## config.mk

```make
export PLATFORM = sky130hd
export DESIGN_NAME = cascade_timer_group
export DESIGN_NICKNAME = d
export VERILOG_FILES = /design/src/rtl/ctg_pkg.sv /design/src/rtl/ctg_ctrl.sv /design/src/rtl/ctg_datapath.sv /design/src/rtl/cascade_timer_group.sv
export SDC_FILE = /design/constraint.sdc
export NUM_CORES = 1
export LEC_CHECK = 0
export ABC_CLOCK_PERIOD_IN_PS = 2680
export BUFFER_PORTS_ARGS = -buffer_cell sky130_fd_sc_hd__buf_2
export CAP_MARGIN = 20
export CORE_MARGIN = 2
export CORE_UTILIZATION = 45
export DETAILED_ROUTE_END_ITERATION = 8
export GPL_TIMING_DRIVEN = 0
export PLACE_DENSITY_LB_ADDON = 0.15
export RECOVER_POWER = 25
export REMOVE_ABC_BUFFERS = 1
export SYNTH_ARGS = -nofsm -noshare
export SYNTH_HDL_FRONTEND = slang
export SYNTH_SLANG_ARGS = --single-unit
```

## constraint.sdc

```tcl
create_clock -name clk -period 2.68 [get_ports clk]
set_input_delay 0.402 -clock clk [delete_from_list [all_inputs] [get_ports clk]]
set_output_delay 0.402 -clock clk [all_outputs]
set_load 0.03 [all_outputs]
```

## src/rtl/ctg_pkg.sv

```systemverilog
package ctg_pkg;
  parameter int NUM_TMR = 4;
  parameter int CNT_W   = 31;
  localparam int IDX_W  = $clog2(NUM_TMR);
  localparam int FLD_W  = 2;
  localparam int ADDR_W = IDX_W + FLD_W;
  localparam int DATA_W = CNT_W + 1;
  localparam int SYNC_W = 3;

  typedef enum logic [FLD_W-1:0] {
    FLD_BASE = 2'd0,
    FLD_CUR  = 2'd1,
    FLD_LINK = 2'd2,
    FLD_RSVD = 2'd3
  } fld_e;

  typedef struct packed {
    logic             baseWr;
    logic             linkWr;
    logic [IDX_W-1:0] sel;
    logic             tick;
  } tmrStrobe_t;
endpackage

```

## src/rtl/ctg_ctrl.sv

```systemverilog
module ctg_ctrl
  import ctg_pkg::*;
(
  input  logic              clk,
  input  logic              rstN,
  input  logic              rtcSelect,
  input  logic              rtcIn,
  input  logic              wrEn,
  input  logic [ADDR_W-1:0] wrAddr,
  output tmrStrobe_t        strobe
);
  logic [SYNC_W-1:0] rtcPipe;
  logic              rtcRise;
  fld_e              wrFld;

  always_ff @(posedge clk or negedge rstN) begin
    if (!rstN) rtcPipe <= '0;
    else       rtcPipe <= {rtcPipe[SYNC_W-2:0], rtcIn};
  end

  assign rtcRise = rtcPipe[SYNC_W-2] & ~rtcPipe[SYNC_W-1];
  assign wrFld   = fld_e'(wrAddr[FLD_W-1:0]);

  always_comb begin
    strobe.tick   = rtcSelect ? rtcRise : 1'b1;
    strobe.baseWr = wrEn && (wrFld == FLD_BASE);
    strobe.linkWr = wrEn && (wrFld == FLD_LINK);
    strobe.sel    = wrAddr[ADDR_W-1:FLD_W];
  end
endmodule

```

## src/rtl/ctg_datapath.sv

```systemverilog
module ctg_datapath
  import ctg_pkg::*;
(
  input  logic                            clk,
  input  logic                            rstN,
  input  tmrStrobe_t                      strobe,
  input  logic [DATA_W-1:0]               wrData,
  input  logic [ADDR_W-1:0]               rdAddr,
  output logic [DATA_W-1:0]               rdData,
  output logic [NUM_TMR-1:0]              irq,
  output logic [NUM_TMR-1:0]              inhVec,
  output logic [NUM_TMR-1:0]              linkVec,
  output logic [NUM_TMR-1:0]              wrapVec,
  output logic [NUM_TMR-1:0][CNT_W-1:0]   curVec,
  output logic [NUM_TMR-1:0][CNT_W-1:0]   baseVec
);
  for (genvar i = 0; i < NUM_TMR; i++) begin : g_tmr
    logic             hit;
    logic             inh;
    logic             wrap;
    logic             link;
    logic             upReload;
    logic             step;
    logic             reloadNow;
    logic             irqR;
    logic [CNT_W-1:0] cur;
    logic [CNT_W-1:0] base;

    assign hit = strobe.sel == IDX_W'(i);

    if (i == 0) begin : g_head
      assign link     = 1'b0;
      assign upReload = 1'b0;
    end else begin : g_linked
      logic linkR;
      always_ff @(posedge clk or negedge rstN) begin
        if (!rstN)                          linkR <= 1'b0;
        else if (strobe.linkWr && hit)      linkR <= wrData[0];
      end
      assign link     = linkR;
      assign upReload = g_tmr[i-1].reloadNow;
    end

    assign step      = !inh && (link ? upReload : strobe.tick);
    assign reloadNow = step && (cur == '0);

    always_ff @(posedge clk or negedge rstN) begin
      if (!rstN) begin
        inh  <= 1'b1;
        wrap <= 1'b0;
        cur  <= '0;
        base <= '0;
        irqR <= 1'b0;
      end else begin
        irqR <= reloadNow;
        if (step) begin
          if (reloadNow) begin
            cur  <= base;
            wrap <= ~wrap;
          end else begin
            cur <= cur - 1'b1;
          end
        end
        if (strobe.baseWr && hit) begin
          base <= wrData[CNT_W-1:0];
          inh  <= wrData[CNT_W];
          if (wrData[CNT_W]) cur <= wrData[CNT_W-1:0];
        end
      end
    end

    assign irq[i]     = irqR;
    assign inhVec[i]  = inh;
    assign linkVec[i] = link;
    assign wrapVec[i] = wrap;
    assign curVec[i]  = cur;
    assign baseVec[i] = base;
  end

  logic [IDX_W-1:0] rdTmr;
  fld_e             rdFld;
  assign rdTmr = rdAddr[ADDR_W-1:FLD_W];
  assign rdFld = fld_e'(rdAddr[FLD_W-1:0]);

  always_comb begin
    unique case (rdFld)
      FLD_BASE: rdData = {inhVec[rdTmr], baseVec[rdTmr]};
      FLD_CUR:  rdData = {wrapVec[rdTmr], curVec[rdTmr]};
      FLD_LINK: rdData = {{(DATA_W-1){1'b0}}, linkVec[rdTmr]};
      default:  rdData = '0;
    endcase
  end
endmodule

```

## src/rtl/cascade_timer_group.sv

```systemverilog
module cascade_timer_group
  import ctg_pkg::*;
(
  input  logic              clk,
  input  logic              rstN,
  input  logic              rtcSelect,
  input  logic              rtcIn,
  input  logic              wrEn,
  input  logic [ADDR_W-1:0] wrAddr,
  input  logic [DATA_W-1:0] wrData,
  input  logic [ADDR_W-1:0] rdAddr,
  output logic [DATA_W-1:0] rdData,
  output logic [NUM_TMR-1:0] irq
);
  tmrStrobe_t                    strobe;
  logic [NUM_TMR-1:0]            inhVec;
  logic [NUM_TMR-1:0]            linkVec;
  logic [NUM_TMR-1:0]            wrapVec;
  logic [NUM_TMR-1:0][CNT_W-1:0] curVec;
  logic [NUM_TMR-1:0][CNT_W-1:0] baseVec;

  ctg_ctrl u_ctrl (
    .clk       (clk),
    .rstN      (rstN),
    .rtcSelect (rtcSelect),
    .rtcIn     (rtcIn),
    .wrEn      (wrEn),
    .wrAddr    (wrAddr),
    .strobe    (strobe)
  );

  ctg_datapath u_dp (
    .clk     (clk),
    .rstN    (rstN),
    .strobe  (strobe),
    .wrData  (wrData),
    .rdAddr  (rdAddr),
    .rdData  (rdData),
    .irq     (irq),
    .inhVec  (inhVec),
    .linkVec (linkVec),
    .wrapVec (wrapVec),
    .curVec  (curVec),
    .baseVec (baseVec)
  );
endmodule

```

; Word-level counts from Yosys, hierarchy flattened
; Cells that the tools add are included.
[word_totals]
wordCells = 104
out_inout_bits = 36
regBits = 266
input_bits = 45
[classes]
n_reduce_logical = 32
bitwise_logic = 6
n_lt_le_gt_ge = 1
n_addsub = 4
muxes = 31
eq_ne = 6
[ops]
columns = cell, count
row1 = $mux 31, 18
row2 = $bmux 31 s2, 2
row3 = $logic_not 31->1, 4
row4 = $sub 31x1->31 const B, 4
row5 = $pmux 32 s3, 1
row6 = $logic_and 1x1->1, 17
row7 = $eq 2x2->1 const B, 4
row8 = $reduce_and 2->1, 4
row9 = $mux 1, 7
row10 = $bmux 1 s2, 3
row11 = $logic_not 2->1, 3
row12 = $not 1->1, 5
row13 = $eq 2x1->1 const B, 2
row14 = $logic_not 1->1, 4
row15 = $lt 2x3->1 const B, 1
row16 = $and 1x1->1, 1

; Logic depth before layout (Yosys ltp)
[logic_depth]
ltp_word = 18
depth_mapped = 11
mapped_depth_nobuf = 9

; Cells and area by module
; From an unflattened synthesis, not the netlist that was laid out.
[unflattened]
hier_cells = 1695
area_unflattened_um2 = 16180.5
[modules_own_cells]
columns = module, area_each_um2, cells_per_inst, n_inst
row1 = ctg_datapath, 16060.4, 1686, 1
row2 = ctg_ctrl, 120.1, 9, 1

; Worst setup path after synthesis
; Ideal clock, no wire load.
[synth_path]
kind = flip-flop to flip-flop
from = register u_dp.g_tmr[0].cur[0]
to = register u_dp.g_tmr[2].cur[18]
arrival_time_ns = 2.825
path_slack_ns = -0.287
synth_period_minus_slack_ns = 2.967
stages_incl_launch_ff = 10
setup_ns = 0.142
path_buffers = 1
cell_sequence = dfrtp_1 > inv_1 > ha_1 > or4b_1 > or4_1 > nor4_1 > o221ai_2 > buf_2 > o41ai_1 > a31oi_1
[synth_between]
elab_chain_cells = 12
[synth_lines]
columns = item, line
row1 = "start, declared", ctg_datapath.sv:26  ; logic [CNT_W-1:0] cur;
row2 = "start signal, assigned", ctg_datapath.sv:58  ; cur <= base;
row3 = "start signal, assigned", ctg_datapath.sv:61  ; cur <= cur - 1'b1;
row4 = "start signal, assigned", ctg_datapath.sv:67  ; if (wrData[CNT_W]) cur <= wrData[CNT_W-1:0];
row5 = $logic_not 31->1 *, ctg_datapath.sv:45  ; assign reloadNow = step && (cur == '0);
row6 = $logic_and 1x1->1 *, ctg_datapath.sv:45
row7 = $mux 1 *, ctg_datapath.sv:44  ; assign step = !inh && (link ? upReload : strobe.tick);
row8 = $logic_and 1x1->1 *, ctg_datapath.sv:44
row9 = $logic_and 1x1->1 *, ctg_datapath.sv:45
row10 = $mux 1 *, ctg_datapath.sv:44
row11 = $logic_and 1x1->1 *, ctg_datapath.sv:44
row12 = $logic_and 1x1->1, ctg_datapath.sv:45
row13 = $mux 31, ctg_datapath.sv:57  ; if (reloadNow) begin
row14 = $mux 31 *, ctg_datapath.sv:56  ; if (step) begin
row15 = $mux 31, ctg_datapath.sv:67
row16 = $mux 31 *, ctg_datapath.sv:64  ; if (strobe.baseWr && hit) begin
row17 = "end signal, assigned", ctg_datapath.sv:58
row18 = "end signal, assigned", ctg_datapath.sv:61
row19 = "end signal, assigned", ctg_datapath.sv:67
row20 = "end, declared", ctg_datapath.sv:26
; Every way passes the cells marked *; elsewhere a longest branch is shown, timed or not.
; A chain may end at the register's enable or synchronous reset.

; Worst setup path in the final report
[layout_path]
from = register u_dp.g_tmr[0].cur[16]
to = register u_dp.g_tmr[3].cur[14]
[layout_between]
elab_chain_cells = 15
[layout_lines]
columns = item, line
row1 = $logic_not 31->1 *, ctg_datapath.sv:45
row2 = $logic_and 1x1->1 *, ctg_datapath.sv:45
row3 = $mux 1 *, ctg_datapath.sv:44
row4 = $logic_and 1x1->1 *, ctg_datapath.sv:44
row5 = $logic_and 1x1->1 *, ctg_datapath.sv:45
row6 = $mux 1 *, ctg_datapath.sv:44
row7 = $logic_and 1x1->1 *, ctg_datapath.sv:44
row8 = $logic_and 1x1->1 *, ctg_datapath.sv:45
row9 = $mux 1 *, ctg_datapath.sv:44
row10 = $logic_and 1x1->1 *, ctg_datapath.sv:44
row11 = $logic_and 1x1->1, ctg_datapath.sv:45
row12 = $mux 31, ctg_datapath.sv:57
row13 = $mux 31 *, ctg_datapath.sv:56
row14 = $mux 31, ctg_datapath.sv:67
row15 = $mux 31 *, ctg_datapath.sv:64
row16 = "end signal, assigned", ctg_datapath.sv:58
row17 = "end signal, assigned", ctg_datapath.sv:61
row18 = "end signal, assigned", ctg_datapath.sv:67
row19 = "end, declared", ctg_datapath.sv:26
; Marks and branches as above.

==> out/metrics.cfg <==
[synth]
synth_warn = 0
yosys-mux-area-fraction = 0.184
yosys.area_share.simple = 0.193
synth.yosys.seq_area_share = 0.415
compound_gate_portion_of_the_synthesized_area = 0.158
yosysTopAreaCell = sky130_fd_sc_hd__dfrtp_1
synth_top_family_by_area = simple AND/OR/NAND/NOR gates
yosys.area_share.xor_xnor = 0.00710
synth-edff-count = 0
postSynth.asyncResetShare = 1.00
synth_fa_ha_area_frac = 0.00468
yosys.cell_count.top_type = sky130_fd_sc_hd__dfrtp_1
synth.distinct_cells = 71
synth_top_area_share = 0.409
post_synthesis_cell_area_mm2 = 0.0160
synthTopCellsByArea = sky130_fd_sc_hd__dfrtp_1, sky130_fd_sc_hd__mux4_2, sky130_fd_sc_hd__mux2_2
syn_inst = 1731
ys_top_cells_by_count = sky130_fd_sc_hd__dfrtp_1, sky130_fd_sc_hd__nor2_1, sky130_fd_sc_hd__nand2_1, sky130_fd_sc_hd__o21ai_0, sky130_fd_sc_hd__mux2_2
flops_latches_synth = 266
postSynth.topFlopCell = sky130_fd_sc_hd__dfrtp_1
syn-mean-instance-area_um2 = 9.27

[critical_path]
critical_path.max_fanout = 6
end_kind = flop
timing.critical_path.from_type = flop
worst-setup-path-type = reg2reg
critPathArrivalTime_ns = 3.77
worst-endpoint-required_ns = 3.14

[sta]
finalCritPeriodShare = 1.24
finalSetupViolations = 128
layout_setup_ws_ns = -0.631
report.final.hold_viol_count = 0
timing_max_transition_violations_final = 0
fmax_mhz = 302
clock_skew_ns = 0.0126
max_slew.worst_pin.slew_ns = 1.18
min_tclk_post_route_ns = 3.31
slew-limit-headroom = 0.208
setup_repair_after_global_routing_missed_its_margin = yes

[floorplan]
floorplan.rows = 69
initial_utilization = 0.454
die_x_um = 193
boundaryPins = 81
fp.coreArea_mm2 = 0.0353
floorplan.die.height_um = 193
die_area_mm2 = 0.0372

[route]
route.vias.total = 15800
route.detailed.vias_per_inst = 6.71
drt-pass1-iter-count = 6
detail_route.iter0.violations = 1900
routedWlPerCell_um = 28.0
route.detailed.drc = 0
remaining_number_of_nets_flagged_by_the_antenna_check_after_routing = 0
totalWireLength_mm = 66.1

[global_routing]
grt_max_degree = 116
antenna_found_initial = 1
number_of_global_route_vias_before_repair = 15200
globalRouteTotalUtil = 0.356
wire_length_of_the_first_global_routing_pass_mm = 97.4
grt-ovfl-total = 0

[power_and_ir_drop]
power_density_mw_per_mm2 = 834
max-vdd-ir-drop_mv = 0.552
p_leak_uw = 0.00857

[clock_tree]
cts-buffers-inserted = 34
cts.clk_slew.worst_paths_ns = 0.06
ctsRootBufferMaster = sky130_fd_sc_hd__clkbuf_16
htreeDepth = 2
cts_tree = done
clock_insertion_delay_worst_skew_ns = 0.54
cts.path.max_buffers = 3
cts_sinks = 266

[status]
failing_checks = setup timing
outcome = complete, but fails checks

[placed_design]
routabilityCongestion = 0.888
dp_hpwl_mm = 40.0
buffer_ports.inserted = 80
place_inst = 2190

[run]
max_cap_violations = 0

[final_layout]
final_core_utilization = 0.593
layout-drive-gt1-share = 0.357
finish.cell_count_without_fillers = 2361
final_net_count = 1928
synthToLayoutAreaGrowth_pct = 30.6

[hold_path]
holdCritPathClass = in2reg

cells by family (layout without fill, tap and decap cells):
group,Yosys count,in the layout
and+or+nand+nor,681,689
AOI/OAI and AO/OA,411,413
DFF,266,266
muxes,202,202
buffers and inverters,152,309
xor gates and xnor gates,13,13
adders and majority gates,6,6
other,0,2
worst max-delay path, cell delays in order (launching register included):
cell	delay [ns]
sky130_fd_sc_hd__dfrtp_2	0.45
sky130_fd_sc_hd__or4_4	0.52
sky130_fd_sc_hd__or4_4	0.62
sky130_fd_sc_hd__nor4_4	0.41
sky130_fd_sc_hd__o2111a_2	0.36
sky130_fd_sc_hd__nor2_4	0.12
sky130_fd_sc_hd__buf_12	0.18
sky130_fd_sc_hd__or4_4	0.47
sky130_fd_sc_hd__o211ai_1	0.09
where the power goes:
part | switching, uW | internal, uW | total, uW
Sequential | 1770 | 5140 | 6910
Clock | 1850 | 2720 | 4570
Combinational | 3150 | 2850 | 6000
metal layers:
| layer | wire length [um] | part of all wire | up-vias | global-route usage |
|---|---|---|---|---|
| met4 | 3690 | 0.056 | 0 | 0.181 |
| met1 | 26100 | 0.40 | 7889 | 0.485 |
| met2 | 29200 | 0.44 | 1000 | 0.527 |
| met5 | 0 | 0 | - | 0 |
| met3 | 7140 | 0.11 | 270 | 0.0878 |
| li1 | - | - | 6687 | - |
worst paths after layout:
| check | from | endpoint | slack [ns] | cells past startpoint |
|---|---|---|---|---|
| max | u_dp.g_tmr[0].cur[16]$_DFF_PN0_ | u_dp.g_tmr[3].cur[14]$_DFF_PN0_ | -0.63 | 8 |
| min | wrData[22] | u_dp.g_tmr[2].base[22]$_DFFE_PN0P_ | 0.16 | 3 |
| max reg2reg | u_dp.g_tmr[0].cur[16]$_DFF_PN0_ | u_dp.g_tmr[3].cur[14]$_DFF_PN0_ | -0.63 | 8 |
| min reg2reg | u_ctrl.rtcPipe[0]$_DFF_PN0_ | u_ctrl.rtcPipe[1]$_DFF_PN0_ | 0.38 | 0 |
| max in group asynchronous | rstN | u_dp.g_tmr[0].cur[20]$_DFF_PN0_ | 0.28 | 3 |
| min in group asynchronous | rstN | u_dp.g_tmr[2].base[0]$_DFFE_PN0P_ | 0.62 | 2 |
state kept, by name (all words and copies together), names as in the netlist:
signal / count
u_ctrl.rtcPipe: 3
u_dp.g_tmr.base: 124
u_dp.g_tmr.cur: 124
u_dp.g_tmr.g_linked.linkR: 3
u_dp.g_tmr.inh: 4
u_dp.g_tmr.irqR: 4
u_dp.g_tmr.wrap: 4
metrics by stage:
step / setup WS (ns) / hold slack [ns] / total power [uW] / cell area [um2] / setup TNS, ns
2_1_floorplan: -1.76 / 0.106 / 9200 / 15600 / -148.68
3_3_place_gp: -5.49 / 0.340 / 10800 / 16500 / -1887.92
3_5_place_dp: -1.53 / 0.326 / 11100 / 17200 / -118.37
4_1_cts: -0.408 / 0.152 / 16900 / 20400 / -23.51
5_1_grt: -0.686 / 0.180 / 18200 / 20900 / -51.81
6_report: -0.631 / 0.161 / 17500 / 21000 / -43.67
layout by cell type, fill, tap and decap left out, drive strengths merged, types with 5 or more instances in the layout:
master and instances:
o22a 6, nand4 11, or4b 7, o22ai 36, nand2 235, o21ai 121, o31ai 14, ha 6
or3 18, o21a 9, a211oi 35, mux2 98, a21o 8, or4 25, nor4 32, or2 19
nor3 47, mux4 64, buf 211, o41ai 10, nand3 24, a31oi 33, xor2 10, and3 7
clkinv 5, o2111ai 6, mux2i 40, dfrtp 262, a21oi 92, clkbuf 59, o211ai 18, nor3b 7
inv 32, nor2 237, nand2b 5
area by class of cell:
cell class	instances	area, um2
diodes	2	5.00
clock buffers	52	1060
clock inverters	5	28.8
fillers	2879	14400
inverters	32	123
multi-input cells	1323	10300
flip-flops and latches	266	6670
well taps	461	577
repair buffers	220	2200
timing repair:
item / 4_1_cts / 5_1_grt
hold buffers: 2 / 0
gates resized for setup: 293 / 119
setup endpoints to repair: 148 / 133
cloned: 17 / 1
hold endpoints to repair: 40 / 0
setup buffers: 84 / 13
pin swaps: 125 / 70
Note: power is estimated with default switching activity, not from simulation.
